### src/rtl/desc_chain_seq.sv
module desc_chain_seq #(
  parameter int AW = 64,
  parameter int CW = 32,
  parameter int DW = 64,
  parameter int LINK_ALIGN = 5
)(
  input  logic          clk,
  input  logic          rst_n,
  input  logic          wr_en,
  input  logic [1:0]    wr_sel,
  input  logic [AW-1:0] wr_data,
  output logic [AW-1:0] cur_desc,
  output logic [4:0]    mode_q,
  output logic [5:0]    status,
  output logic [CW-1:0] byte_rem,
  output logic          irq,
  output logic          idle,
  output logic          mem_rd_req,
  output logic [AW-1:0] mem_rd_addr,
  input  logic          mem_rd_valid,
  input  logic [DW-1:0] mem_rd_data,
  input  logic          mem_rd_err,
  output logic          mv_start,
  output logic [AW-1:0] mv_src,
  output logic [AW-1:0] mv_dst,
  output logic [CW-1:0] mv_len,
  input  logic          mv_done
);
  localparam int SH = $clog2(DW / 8);
  localparam logic [AW-1:0] LMASK = ~((AW'(1) << LINK_ALIGN) - AW'(1));
  localparam logic [1:0] SEL_MODE = 2'd0, SEL_CDAR = 2'd1, SEL_STAT = 2'd2;

  typedef enum logic [1:0] {S_IDLE, S_FETCH, S_EXEC, S_MOVE} st_t;

  st_t           st;
  logic [1:0]    widx;
  logic [AW-1:0] cdar, src_r, dst_r, lnk_r;
  logic [CW-1:0] cnt_r, rem_r;
  logic [4:0]    mode_r;
  logic          halted;
  logic [3:0]    ev, ev_set;

  wire mode_wr   = wr_en && wr_sel == SEL_MODE;
  wire abort_wr  = mode_wr && wr_data[1];
  wire go        = mode_wr && wr_data[0] && !wr_data[1] && st == S_IDLE && !halted && cdar != '0;
  wire fetch_err = st == S_FETCH && mem_rd_valid && mem_rd_err;
  wire seg_done  = st == S_MOVE && mv_done;
  wire busy      = st != S_IDLE;

  assign ev_set = abort_wr ? 4'b0000
                : {seg_done && lnk_r[0], seg_done && lnk_r[3], st == S_EXEC && cnt_r == '0, fetch_err};

  always_ff @(posedge clk) begin
    if (!rst_n) begin
      st     <= S_IDLE;
      widx   <= '0;
      cdar   <= '0;
      src_r  <= '0;
      dst_r  <= '0;
      lnk_r  <= '0;
      cnt_r  <= '0;
      rem_r  <= '0;
      mode_r <= '0;
      halted <= 1'b0;
      ev     <= '0;
    end else begin
      if (mode_wr) mode_r <= wr_data[4:0];

      if (wr_en && wr_sel == SEL_STAT) ev <= (ev & ~wr_data[5:2]) | ev_set;
      else                             ev <= ev | ev_set;

      if (abort_wr || fetch_err)                halted <= 1'b1;
      else if (mode_wr && wr_data[1:0] == 2'b00) halted <= 1'b0;

      if (wr_en && wr_sel == SEL_CDAR && st == S_IDLE) cdar <= wr_data & LMASK;

      if (abort_wr) begin
        st <= S_IDLE;
      end else begin
        unique case (st)
          S_IDLE: if (go) begin
            st   <= S_FETCH;
            widx <= '0;
          end
          S_FETCH: if (mem_rd_valid) begin
            if (mem_rd_err) begin
              st <= S_IDLE;
            end else begin
              unique case (widx)
                2'd0: cnt_r <= mem_rd_data[CW-1:0];
                2'd1: src_r <= mem_rd_data[AW-1:0];
                2'd2: dst_r <= mem_rd_data[AW-1:0];
                2'd3: lnk_r <= mem_rd_data[AW-1:0];
              endcase
              if (widx == 2'd3) st <= S_EXEC;
              widx <= widx + 2'd1;
            end
          end
          S_EXEC: begin
            rem_r <= cnt_r;
            st    <= (cnt_r == '0) ? S_IDLE : S_MOVE;
          end
          S_MOVE: if (mv_done) begin
            rem_r <= '0;
            if (lnk_r[0]) begin
              st <= S_IDLE;
            end else begin
              cdar <= lnk_r & LMASK;
              widx <= '0;
              st   <= S_FETCH;
            end
          end
        endcase
      end
    end
  end

  assign mem_rd_req  = st == S_FETCH;
  assign mem_rd_addr = cdar + (AW'(widx) << SH);
  assign mv_start    = st == S_MOVE;
  assign mv_src      = src_r;
  assign mv_dst      = dst_r;
  assign mv_len      = cnt_r;
  assign cur_desc    = cdar;
  assign mode_q      = mode_r;
  assign byte_rem    = rem_r;
  assign status      = {ev, halted, busy};
  assign idle        = !busy || halted;
  assign irq         = (mode_r[2] && (ev[0] || ev[1])) || (mode_r[3] && ev[2]) || (mode_r[4] && ev[3]);
endmodule

### config.mk
export PLATFORM = sky130hd
export DESIGN_NAME = desc_chain_seq
export DESIGN_NICKNAME = d
export VERILOG_FILES = /design/src/rtl/desc_chain_seq.sv
export SDC_FILE = /design/constraint.sdc
export NUM_CORES = 1
export LEC_CHECK = 0
export BUFFER_PORTS_ARGS = -buffer_cell sky130_fd_sc_hd__clkbuf_2
export CAP_MARGIN = 20
export CORE_UTILIZATION = 40
export CTS_BUF_LIST = sky130_fd_sc_hd__clkbuf_4
export CTS_CLUSTER_DIAMETER = 120
export DETAILED_ROUTE_END_ITERATION = 10
export HOLD_SLACK_MARGIN = 0.03
export PLACE_DENSITY = 0.67
export SLEW_MARGIN = 15
export SYNTH_ARGS = -nofsm -noshare
export SYNTH_HDL_FRONTEND = slang
export SYNTH_SLANG_ARGS = --single-unit
### constraint.sdc
create_clock -name clk -period 2 [get_ports clk]
set_input_delay 0.2 -clock clk [delete_from_list [all_inputs] [get_ports clk]]
set_output_delay 0.2 -clock clk [all_outputs]
set_load 0.005 [all_outputs]
==> flow_metrics.tcl, run 1 <==
set metrics [dict create \
    drv_cap 0 \
    grt_pass1_vias 15000 \
    power_density_nw_per_um2 661 \
    holdWs_ns 0.287 \
    clock_sinks 331 \
    hp-class "input pin to flip-flop" \
    ir_drop_v 0.000615 \
    drive_gt1_frac 0.373 \
    ant_nets 0 \
    leakagePower_nw 9.52 \
    vias 15400 \
    regToRegSetupSlack_ns -0.05 \
    rows 66 \
    hold_path_depth 4 \
    synthCells 1652 \
    whs_endpoint "mv_src[47]$_SDFFE_PN0P_" \
    relSlewSlack 0.499 \
    grt_pass1_wl_um 83000 \
    pre_cts_ws_ns -0.358 \
    core-area_um2 32800 \
    antenna_found_initial 3 \
    cp_max_fo 3 \
    max_stage_delay_ns 0.42 \
    worst_setup_path_end_kind "output pin" \
    cpMaxStageDelayCell "or3b_4" \
    cp_cell_sequence "ha_4, a21oi_4, buf_6, nor2_4, and3_4, or3b_4, xnor2_4, buf_2" \
    grt.total_usage 0.317 \
    grt_max_degree 96 \
    finish.instance_area_um2 20900 \
    fin_skew_ns 0.0622 \
    syn_area_per_cell_um2 8.14 \
    crit_arrival_ns 2.68 \
    fin_crit_sh 1.44 \
    r2r_start "cur_desc[17]$_SDFF_PN0_" \
    route.detailed.drc 0 \
    layout_commonest_cell "nand2_1" \
    cts_buffers 88 \
    worstHoldStart "mem_rd_data[47]" \
    ios 471 \
    portBuffers 470 \
    grt_overflow 0 \
    dpl_cell_area_um2 17200 \
    start_util 0.410 \
    fin_util 0.638 \
    die_area_um2 34300 \
    ff2ff_path_depth 9 \
    routed_wl_um 57100 \
    violations "setup timing" \
    p_total_mw 13.8 \
    place_congestion 0.899 \
    insertion_delay_ns 0.76 \
    die_width_um 185 \
    yosys_warnings 0 \
    crit_type "flip-flop to output pin" \
    r2r-end "st[0]$_SDFFE_PP0P_" \
    finalSetupViolCount 62 \
    cts_root_buf "clkbuf_4" \
    rsz0062_at_grt "true" \
    drtIter0Drc 1140 \
    dr.pass1.iters 5 \
    fmax_ghz 0.347 \
    clk_path_buf_depth 3 \
    hold_violations 0 \
    synth.cell_area_um2 13400 \
    htreeDepth 3 \
    fin_ws_ns -0.884 \
    post-route-min-period_ns 2.88 \
    ys_ff_latch 331 \
    required_ns 1.80 \
    cts_tree "built" \
    synth_cell_types 51 \
    most-common-layout-cells "nand2_1, clkbuf_2, dfxtp_1, a21oi_1, dlygate4sd3_1" \
    drv_slew 0 \
    path_clk_slew_ns 0.07 \
    tightestPinTransition_ns 0.752 \
    status "finished with violations" \
    area_growth_pct 55.5 \
    fp.dieH_um 185 \
    seq_area_frac_synth 0.493 \
    vias_per_cell 5.25 \
    dp_hpwl_um 39100 \
    syn_nets 1795 \
    nets 2562 \
    start_kind "flip-flop" \
    wl_per_cell_um 19.5 \
]
-- repair_timing --
action                     in CTS  in global routing
gates resized for setup       121                142
hold endpoints to repair      294                  0
setup endpoints to repair      64                168
pin swaps                      50                 57
hold buffers                  143                  0
buffers inserted               12                 18
-- sequential cells by signal, indices dropped and copies added, names as in the netlist --
name and count:
cur_desc 64, mv_dst 64, mv_src 64, lnk_r 61
byte_rem 32, mv_len 32, mode_q 5, ev 4
st 2, widx 2, halted 1
-- worst max path at each step --
| stage | startpoint | endpoint | slack (ns) | cells past startpoint |
|---|---|---|---|---|
| after floorplan | cur_desc[17]$_SDFF_PN0_ | mem_rd_addr[47] | 0.002 | 6 |
| after global placement | cur_desc[29]$_SDFF_PN0_ | widx[0]$_SDFFE_PN0P_ | -0.23 | 9 |
| after detailed placement | cur_desc[56]$_SDFF_PN0_ | widx[0]$_SDFFE_PN0P_ | -0.36 | 8 |
| after CTS | widx[0]$_SDFFE_PN0P_ | mem_rd_addr[61] | -0.89 | 8 |
| after global routing | cur_desc[11]$_SDFF_PN0_ | mem_rd_addr[38] | -0.98 | 7 |
| final | widx[1]$_SDFFE_PN0P_ | mem_rd_addr[38] | -0.88 | 8 |
-- power breakdown --
group          switching, mW  total, mW  internal (mW)  leakage (nW)
Combinational          0.624       1.21          0.583          6.17
Sequential            0.0493       6.68           6.63          2.68
Clock                   2.83       5.93           3.09         0.661
-- critical path: cells and delay by family (launching register included) --
family                     cells  cell delay, ns
and+or+nand+nor                3            0.76
adders and majority gates      1            0.27
xor gates and xnor gates       1            0.21
AOI/OAI and AO/OA              1            0.06
DFF                            1            0.36
buffers and inverters          2            0.27
-- synthesized netlist by cell type (all sizes together) --
| library cell | count | area share |
|---|---|---|
| nand3 | 22 | 0.0082 |
| and2 | 8 | 0.0039 |
| o21ai | 65 | 0.024 |
| nand2b | 5 | 0.0029 |
| a32o | 2 | 0.0015 |
| nor4 | 35 | 0.018 |
| o41ai | 1 | 0.00065 |
| and4 | 6 | 0.0039 |
| nor3 | 5 | 0.0019 |
| and3 | 19 | 0.0089 |
| xor2 | 22 | 0.014 |
| nor3b | 3 | 0.0025 |
| nor2 | 58 | 0.017 |
| a31oi | 2 | 0.00093 |
| xnor2 | 37 | 0.024 |
| and4b | 2 | 0.0015 |
| inv | 11 | 0.0031 |
| nand2 | 544 | 0.15 |
| a21oi | 226 | 0.084 |
| nand4 | 22 | 0.012 |
| clkbuf | 51 | 0.014 |
| buf | 61 | 0.027 |
| a311oi | 1 | 0.00065 |
| dfxtp | 331 | 0.49 |
| nor2b | 2 | 0.00093 |
| o21a | 1 | 0.00056 |
| fa | 1 | 0.0015 |
| or3b | 1 | 0.00065 |
| nand3b | 1 | 0.00056 |
| nand4b | 1 | 0.00065 |
| or3 | 1 | 0.00047 |
| mux2i | 63 | 0.047 |
| or2 | 1 | 0.00047 |
| ha | 6 | 0.0056 |
| o211a | 1 | 0.00074 |
| a22oi | 34 | 0.019 |
-- routing by layer --
metal  up-vias  wire (um)  track usage
met4         4       2560        0.179
met5         -         23            0
li1       7127          -            -
met3       180       4890       0.0773
met1      7199      22500        0.377
met2       862      27200        0.520
-- cell families (layout without fill, tap and decap cells) --
family	count (synthesis)	count (layout)	synth area share
buffers and inverters	123	954	0.0442
XOR/XNOR	59	59	0.0385
AND/OR/NAND/NOR	736	736	0.238
adder cells (fa/ha/maj)	7	7	0.00708
AO/OA/AOI/OAI	333	333	0.132
multiplexers	63	63	0.0469
other	0	1	0
flip-flops	331	331	0.493
-- per-stage QoR --
| step | setup TNS [ns] | instances |
|---|---|---|
| after global placement | -1.75 | 2604 |
| after detailed placement | -3.32 | 2604 |
| final | -38.42 | 2926 |
| after floorplan | 0 | 1652 |
| after global routing | -46.32 | 2926 |
| after CTS | -42.84 | 2909 |
-- layout make-up --
class	count	area (um^2)
Multi-Input combinational cell	1198	7080
Tap cell	442	553
Sequential cell	331	6670
Inverter	11	48.8
Clock inverter	24	119
Antenna cell	1	2.50
Timing Repair Buffer	789	5460
Fill cell	2755	11900
Clock buffer	130	976
(Power assumes the default switching activity.)
==> inputs of run 2 (changes only) <==
- SKIP_LAST_GASP: default -> 1
==> flow_metrics.tcl, run 2 (same netlist as run 1, synthesis figures left out) <==
set metrics [dict create \
    hold_violations 0 \
    fp.dieH_um 185 \
    htreeDepth 3 \
    pre_cts_ws_ns -0.358 \
    required_ns 1.80 \
    tightestPinTransition_ns 0.752 \
    cp_cell_sequence "ha_4, a21oi_4, buf_6, nor2_4, and3_4, or3b_4, xnor2_4, buf_2" \
    drtIter0Drc 1135 \
    worst_setup_path_end_kind "output pin" \
    vias_per_cell 5.26 \
    dr.pass1.iters 5 \
    grt_pass1_vias 15000 \
    most-common-layout-cells "nand2_1, clkbuf_2, dfxtp_1, a21oi_1, dlygate4sd3_1" \
    grt_overflow 0 \
    clock_sinks 331 \
    crit_type "flip-flop to output pin" \
    power_density_nw_per_um2 662 \
    drv_slew 0 \
    vias 15400 \
    status "finished with violations" \
    finish.instance_area_um2 20900 \
    nets 2564 \
    cts_buffers 88 \
    met2WireLength_um 26800 \
    cts_tree "built" \
    area_growth_pct 55.5 \
    fin_ws_ns -0.960 \
    ant_nets 0 \
    final.fill_count 2751 \
    ir_drop_v 0.000614 \
    path_clk_slew_ns 0.07 \
    die_area_um2 34300 \
    route.detailed.drc 0 \
    die_width_um 185 \
    fmax_ghz 0.338 \
    fin_util 0.638 \
    wl_met3_um 4760 \
    place_congestion 0.899 \
    crit_cells 8 \
    crit_arrival_ns 2.76 \
    cts_root_buf "clkbuf_4" \
    insertion_delay_ns 0.79 \
    grt_pass1_wl_um 83000 \
    cp_top_family "simple AND/OR/NAND/NOR gates" \
    fin_crit_sh 1.48 \
    cp_max_fo 3 \
    start_kind "flip-flop" \
    antenna_found_initial 3 \
    grt.total_usage 0.317 \
    dpl_cell_area_um2 17200 \
    ios 471 \
    ff2ff_path_depth 9 \
    max_stage_delay_ns 0.43 \
    rows 66 \
    core-area_um2 32800 \
    cpMaxStageDelayCell "or3b_4" \
    wl_per_cell_um 19.5 \
    finalSetupViolCount 63 \
    dp_hpwl_um 39100 \
    highest_layer "met5" \
    start_util 0.410 \
    relSlewSlack 0.499 \
    leakagePower_nw 9.51 \
    portBuffers 470 \
    post-route-min-period_ns 2.96 \
    hp-class "input pin to flip-flop" \
    routed_wl_um 57100 \
    clk_path_buf_depth 3 \
    layout_commonest_cell "nand2_1" \
    drive_gt1_frac 0.373 \
    violations "setup timing" \
    fin_skew_ns 0.0609 \
    drv_cap 0 \
    worst-path-buf-inv 2 \
    rsz0062_at_grt "true" \
    grt_max_degree 96 \
    regToRegSetupSlack_ns -0.10 \
    hold_path_depth 4 \
    wl_met1_um 22700 \
]
## run 2: cell types whose count changed in the layout (fill, tap and decap cells not counted), moves of 2 or more
| cell | before | now |
|---|---|---|
| nand3_2 | 8 | 5 |
| clkbuf_2 | 416 | 421 |
| buf_4 | 130 | 136 |
| nand3_4 | 5 | 7 |
| buf_6 | 27 | 23 |
| buf_2 | 52 | 47 |
## run 2: metrics by stage
stage          TNS, ns  power (mW)  hold slack [ns]  instances
6_report        -40.63        13.8            0.257       2928
2_1_floorplan        0        7.14            0.318       1652
3_3_place_gp     -1.75        7.72            0.434       2604
3_5_place_dp     -3.32        7.73            0.441       2604
5_1_grt         -46.93        14.4            0.230       2928
4_1_cts         -43.00        13.9            0.180       2909
## run 2: path summary, 6_finish.rpt
path	to	from
worst max-delay path	mem_rd_addr[38]	widx[1]$_SDFFE_PN0P_
worst min-delay path	mv_dst[35]$_SDFFE_PN0P_	mem_rd_data[35]
worst max register to register	st[0]$_SDFFE_PP0P_	cur_desc[19]$_SDFF_PN0_
worst min register to register	cur_desc[30]$_SDFF_PN0_	lnk_r[30]$_SDFFE_PN0P_
## run 2: repair_timing
item	4_1_cts	5_1_grt
hold buffers	143	0
setup buffers	12	20
pin swaps	50	62
endpoints found under the setup margin	64	167
endpoints found under the hold margin	294	0
gates resized for setup	117	138
## run 2: worst register-to-register path, delay by kind of cell (launching register included)
kind                   cells  cell delay, ns
AOI/OAI and AO/OA          2            0.17
DFF                        1            0.33
buffers and inverters      4            0.63
and+or+nand+nor            3            0.82
## run 2: report_power, final
group | total (mW) | internal (mW) | leakage (nW) | switching (mW)
clock | 5.94 | 3.09 | 0.661 | 2.85
combinational | 1.21 | 0.583 | 6.16 | 0.623
sequential | 6.68 | 6.63 | 2.68 | 0.0495
total | 13.8 | 10.3 | 9.51 | 3.53
## run 2: routing by layer
| metal | vias up | track usage |
|---|---|---|
| li1 | 7131 | - |
| met1 | 7257 | 0.378 |
| met4 | 4 | 0.176 |
| met3 | 201 | 0.0767 |
| met2 | 806 | 0.520 |
| met5 | - | 0 |
## run 2: cell type report
| cell class | count | area [um^2] | area share |
|---|---|---|---|
| diodes | 1 | 2.50 | 0.000120 |
| clock buffers | 130 | 976 | 0.0467 |
| clock inverters | 24 | 119 | 0.00569 |
| inverters | 11 | 48.8 | 0.00233 |
| multi-input cells | 1198 | 7080 | 0.338 |
| flip-flops and latches | 331 | 6670 | 0.319 |
| well taps | 442 | 553 | 0.0265 |
| repair buffers | 791 | 5460 | 0.261 |
==> inputs of run 3 (changes only) <==
- REMOVE_ABC_BUFFERS: default -> 1
==> flow_metrics.tcl, run 3 (same netlist as run 1, synthesis figures left out) <==
set metrics [dict create \
    fin_ws_ns -0.880 \
    start_kind "flip-flop" \
    clkPwrFrac 0.449 \
    cts_tree "built" \
    power_frac_seq 0.468 \
    nets 2555 \
    tightestPinTransition_ns 0.471 \
    ff_latch_area_um2 6640 \
    layout_commonest_cell "nand2_1" \
    worst_setup_path_end_kind "output pin" \
    route.detailed.drc 0 \
    crit_type "flip-flop to output pin" \
    core-area_um2 32800 \
    rows 66 \
    cts_root_buf "clkbuf_4" \
    hp-class "input pin to flip-flop" \
    finalSetupViolCount 60 \
    cts_buffers 90 \
    htreeDepth 3 \
    hold_violations 0 \
    dp_cells 2589 \
    timing.critical_path.from "widx[0]$_SDFFE_PN0P_" \
    vias 15200 \
    cp_cell_sequence "ha_4, fa_2, nand2_4, buf_6, nor4_4, buf_6, buf_6, nand4_1, xnor2_2, clkbuf_2" \
    die_area_um2 34300 \
    ir_drop_v 0.000416 \
    clk_path_buf_depth 3 \
    required_ns 1.80 \
    crit_arrival_ns 2.68 \
    max_stage_delay_ns 0.36 \
    clock_sinks 331 \
    multiInputGateArea_um2 7090 \
    post-route-min-period_ns 2.88 \
    p_switching_mw 3.49 \
    place_congestion 0.942 \
    rsz0062_at_grt "true" \
    pre_cts_ws_ns -0.341 \
    relSlewSlack 0.686 \
    swShare 0.245 \
    fin_crit_sh 1.44 \
    most-common-layout-cells "nand2_1, clkbuf_2, dfxtp_1, a21oi_1, dlygate4sd3_1" \
    drtIter0Drc 1254 \
    grt_pass1_wl_um 84900 \
    die_width_um 185 \
    dpl_cell_area_um2 17100 \
    ant_nets 0 \
    violations "setup timing" \
    worstHoldStart "mem_rd_data[42]" \
    fin_util 0.640 \
    r2r_start "st[1]$_SDFFE_PP0P_" \
    fmax_ghz 0.347 \
    path_clk_slew_ns 0.07 \
    path_common_cell "buf_6" \
    final.fill_count 2756 \
    area_growth_pct 56.1 \
    routed_wl_um 57000 \
    status "finished with violations" \
    drv_cap 0 \
    drv_slew 0 \
    fin_skew_ns 0.0355 \
    leakagePower_nw 9.54 \
    fp.dieH_um 185 \
    grt_max_degree 92 \
    holdWs_ns 0.268 \
    power_density_nw_per_um2 680 \
    portBuffers 470 \
    p_int_mw 10.8 \
    cpMaxStageDelayCell "dfxtp_2" \
    vias_per_cell 5.22 \
    finalNonFillerCells 2920 \
    finish.instance_area_um2 21000 \
    antenna_found_initial 3 \
    grt.total_usage 0.322 \
    wl_per_cell_um 19.5 \
    insertion_delay_ns 0.74 \
    dp_hpwl_um 39200 \
    start_util 0.410 \
    dr.pass1.iters 6 \
    cp_max_fo 4 \
    grt_overflow 0 \
    pwr-share-comb 0.083 \
    drive_gt1_frac 0.369 \
    ios 471 \
    grt_pass1_vias 15000 \
]
run 3: cell count changes in the layout (fill, tap and decap cells not counted), moves of 5 or more:
cell      delta
clkbuf_2     +7
dfxtp_1     +10
buf_2       -10
nand3_4      +5
buf_12       +5
buf_4       -12
dfxtp_4      -6
run 3: critical path: cells and delay by family (launching register included):
kind,cells,cell delay (ns)
buffers and inverters,4,0.58
AND/OR/NAND/NOR,3,0.38
XOR/XNOR,1,0.20
adder cells (fa/ha/maj),2,0.43
flip-flops,1,0.36
run 3: routing by layer:
| metal | vias to the layer above | track usage | routed length, um |
|---|---|---|---|
| met5 | - | 0 | 0 |
| met4 | 0 | 0.158 | 2160 |
| met3 | 154 | 0.0775 | 4760 |
| met2 | 793 | 0.521 | 27300 |
| met1 | 7193 | 0.398 | 22800 |
| li1 | 7107 | - | - |
run 3: final cells by class:
cell class	instances	area share
Clock inverter	21	0.00924
Clock buffer	134	0.0479
Sequential cell	331	0.317
Tap cell	442	0.0264
Timing Repair Buffer	780	0.259
Antenna cell	3	0.000358
Inverter	11	0.00233
Multi-Input combinational cell	1198	0.338
run 3: power by group through the flow:
stage | clock, mW | combinational [mW] | sequential, mW
final | 6.40 | 1.19 | 6.68
after floorplan | 0 | 0.272 | 6.86
after global routing | 6.92 | 1.26 | 6.68
after detailed placement | 0 | 0.888 | 6.82
after CTS | 6.54 | 1.14 | 6.68
after global placement | 0 | 0.885 | 6.82
run 3: final timing paths:
path / to / slack (ns) / cells past startpoint
worst min-delay path: lnk_r[42]$_SDFFE_PN0P_ / 0.27 / 4
worst min register to register: cur_desc[14]$_SDFF_PN0_ / 0.45 / 2
worst max register to register: cur_desc[47]$_SDFF_PN0_ / 0.08 / 7
worst max-delay path: mem_rd_addr[27] / -0.88 / 10
run 3: timing repair:
item,4_1_cts,5_1_grt
setup endpoints to repair,64,65
resized for setup,120,114
hold endpoints to repair,293,0
setup buffers,20,15
pin swaps,63,47
hold buffers,141,0
run 3: stage by stage:
step / total power [mW] / TNS [ns]
2_1_floorplan: 7.13 / -861.61
3_3_place_gp: 7.71 / -4.06
3_5_place_dp: 7.71 / -5.63
4_1_cts: 14.4 / -39.32
5_1_grt: 14.9 / -46.15
6_report: 14.3 / -39.23
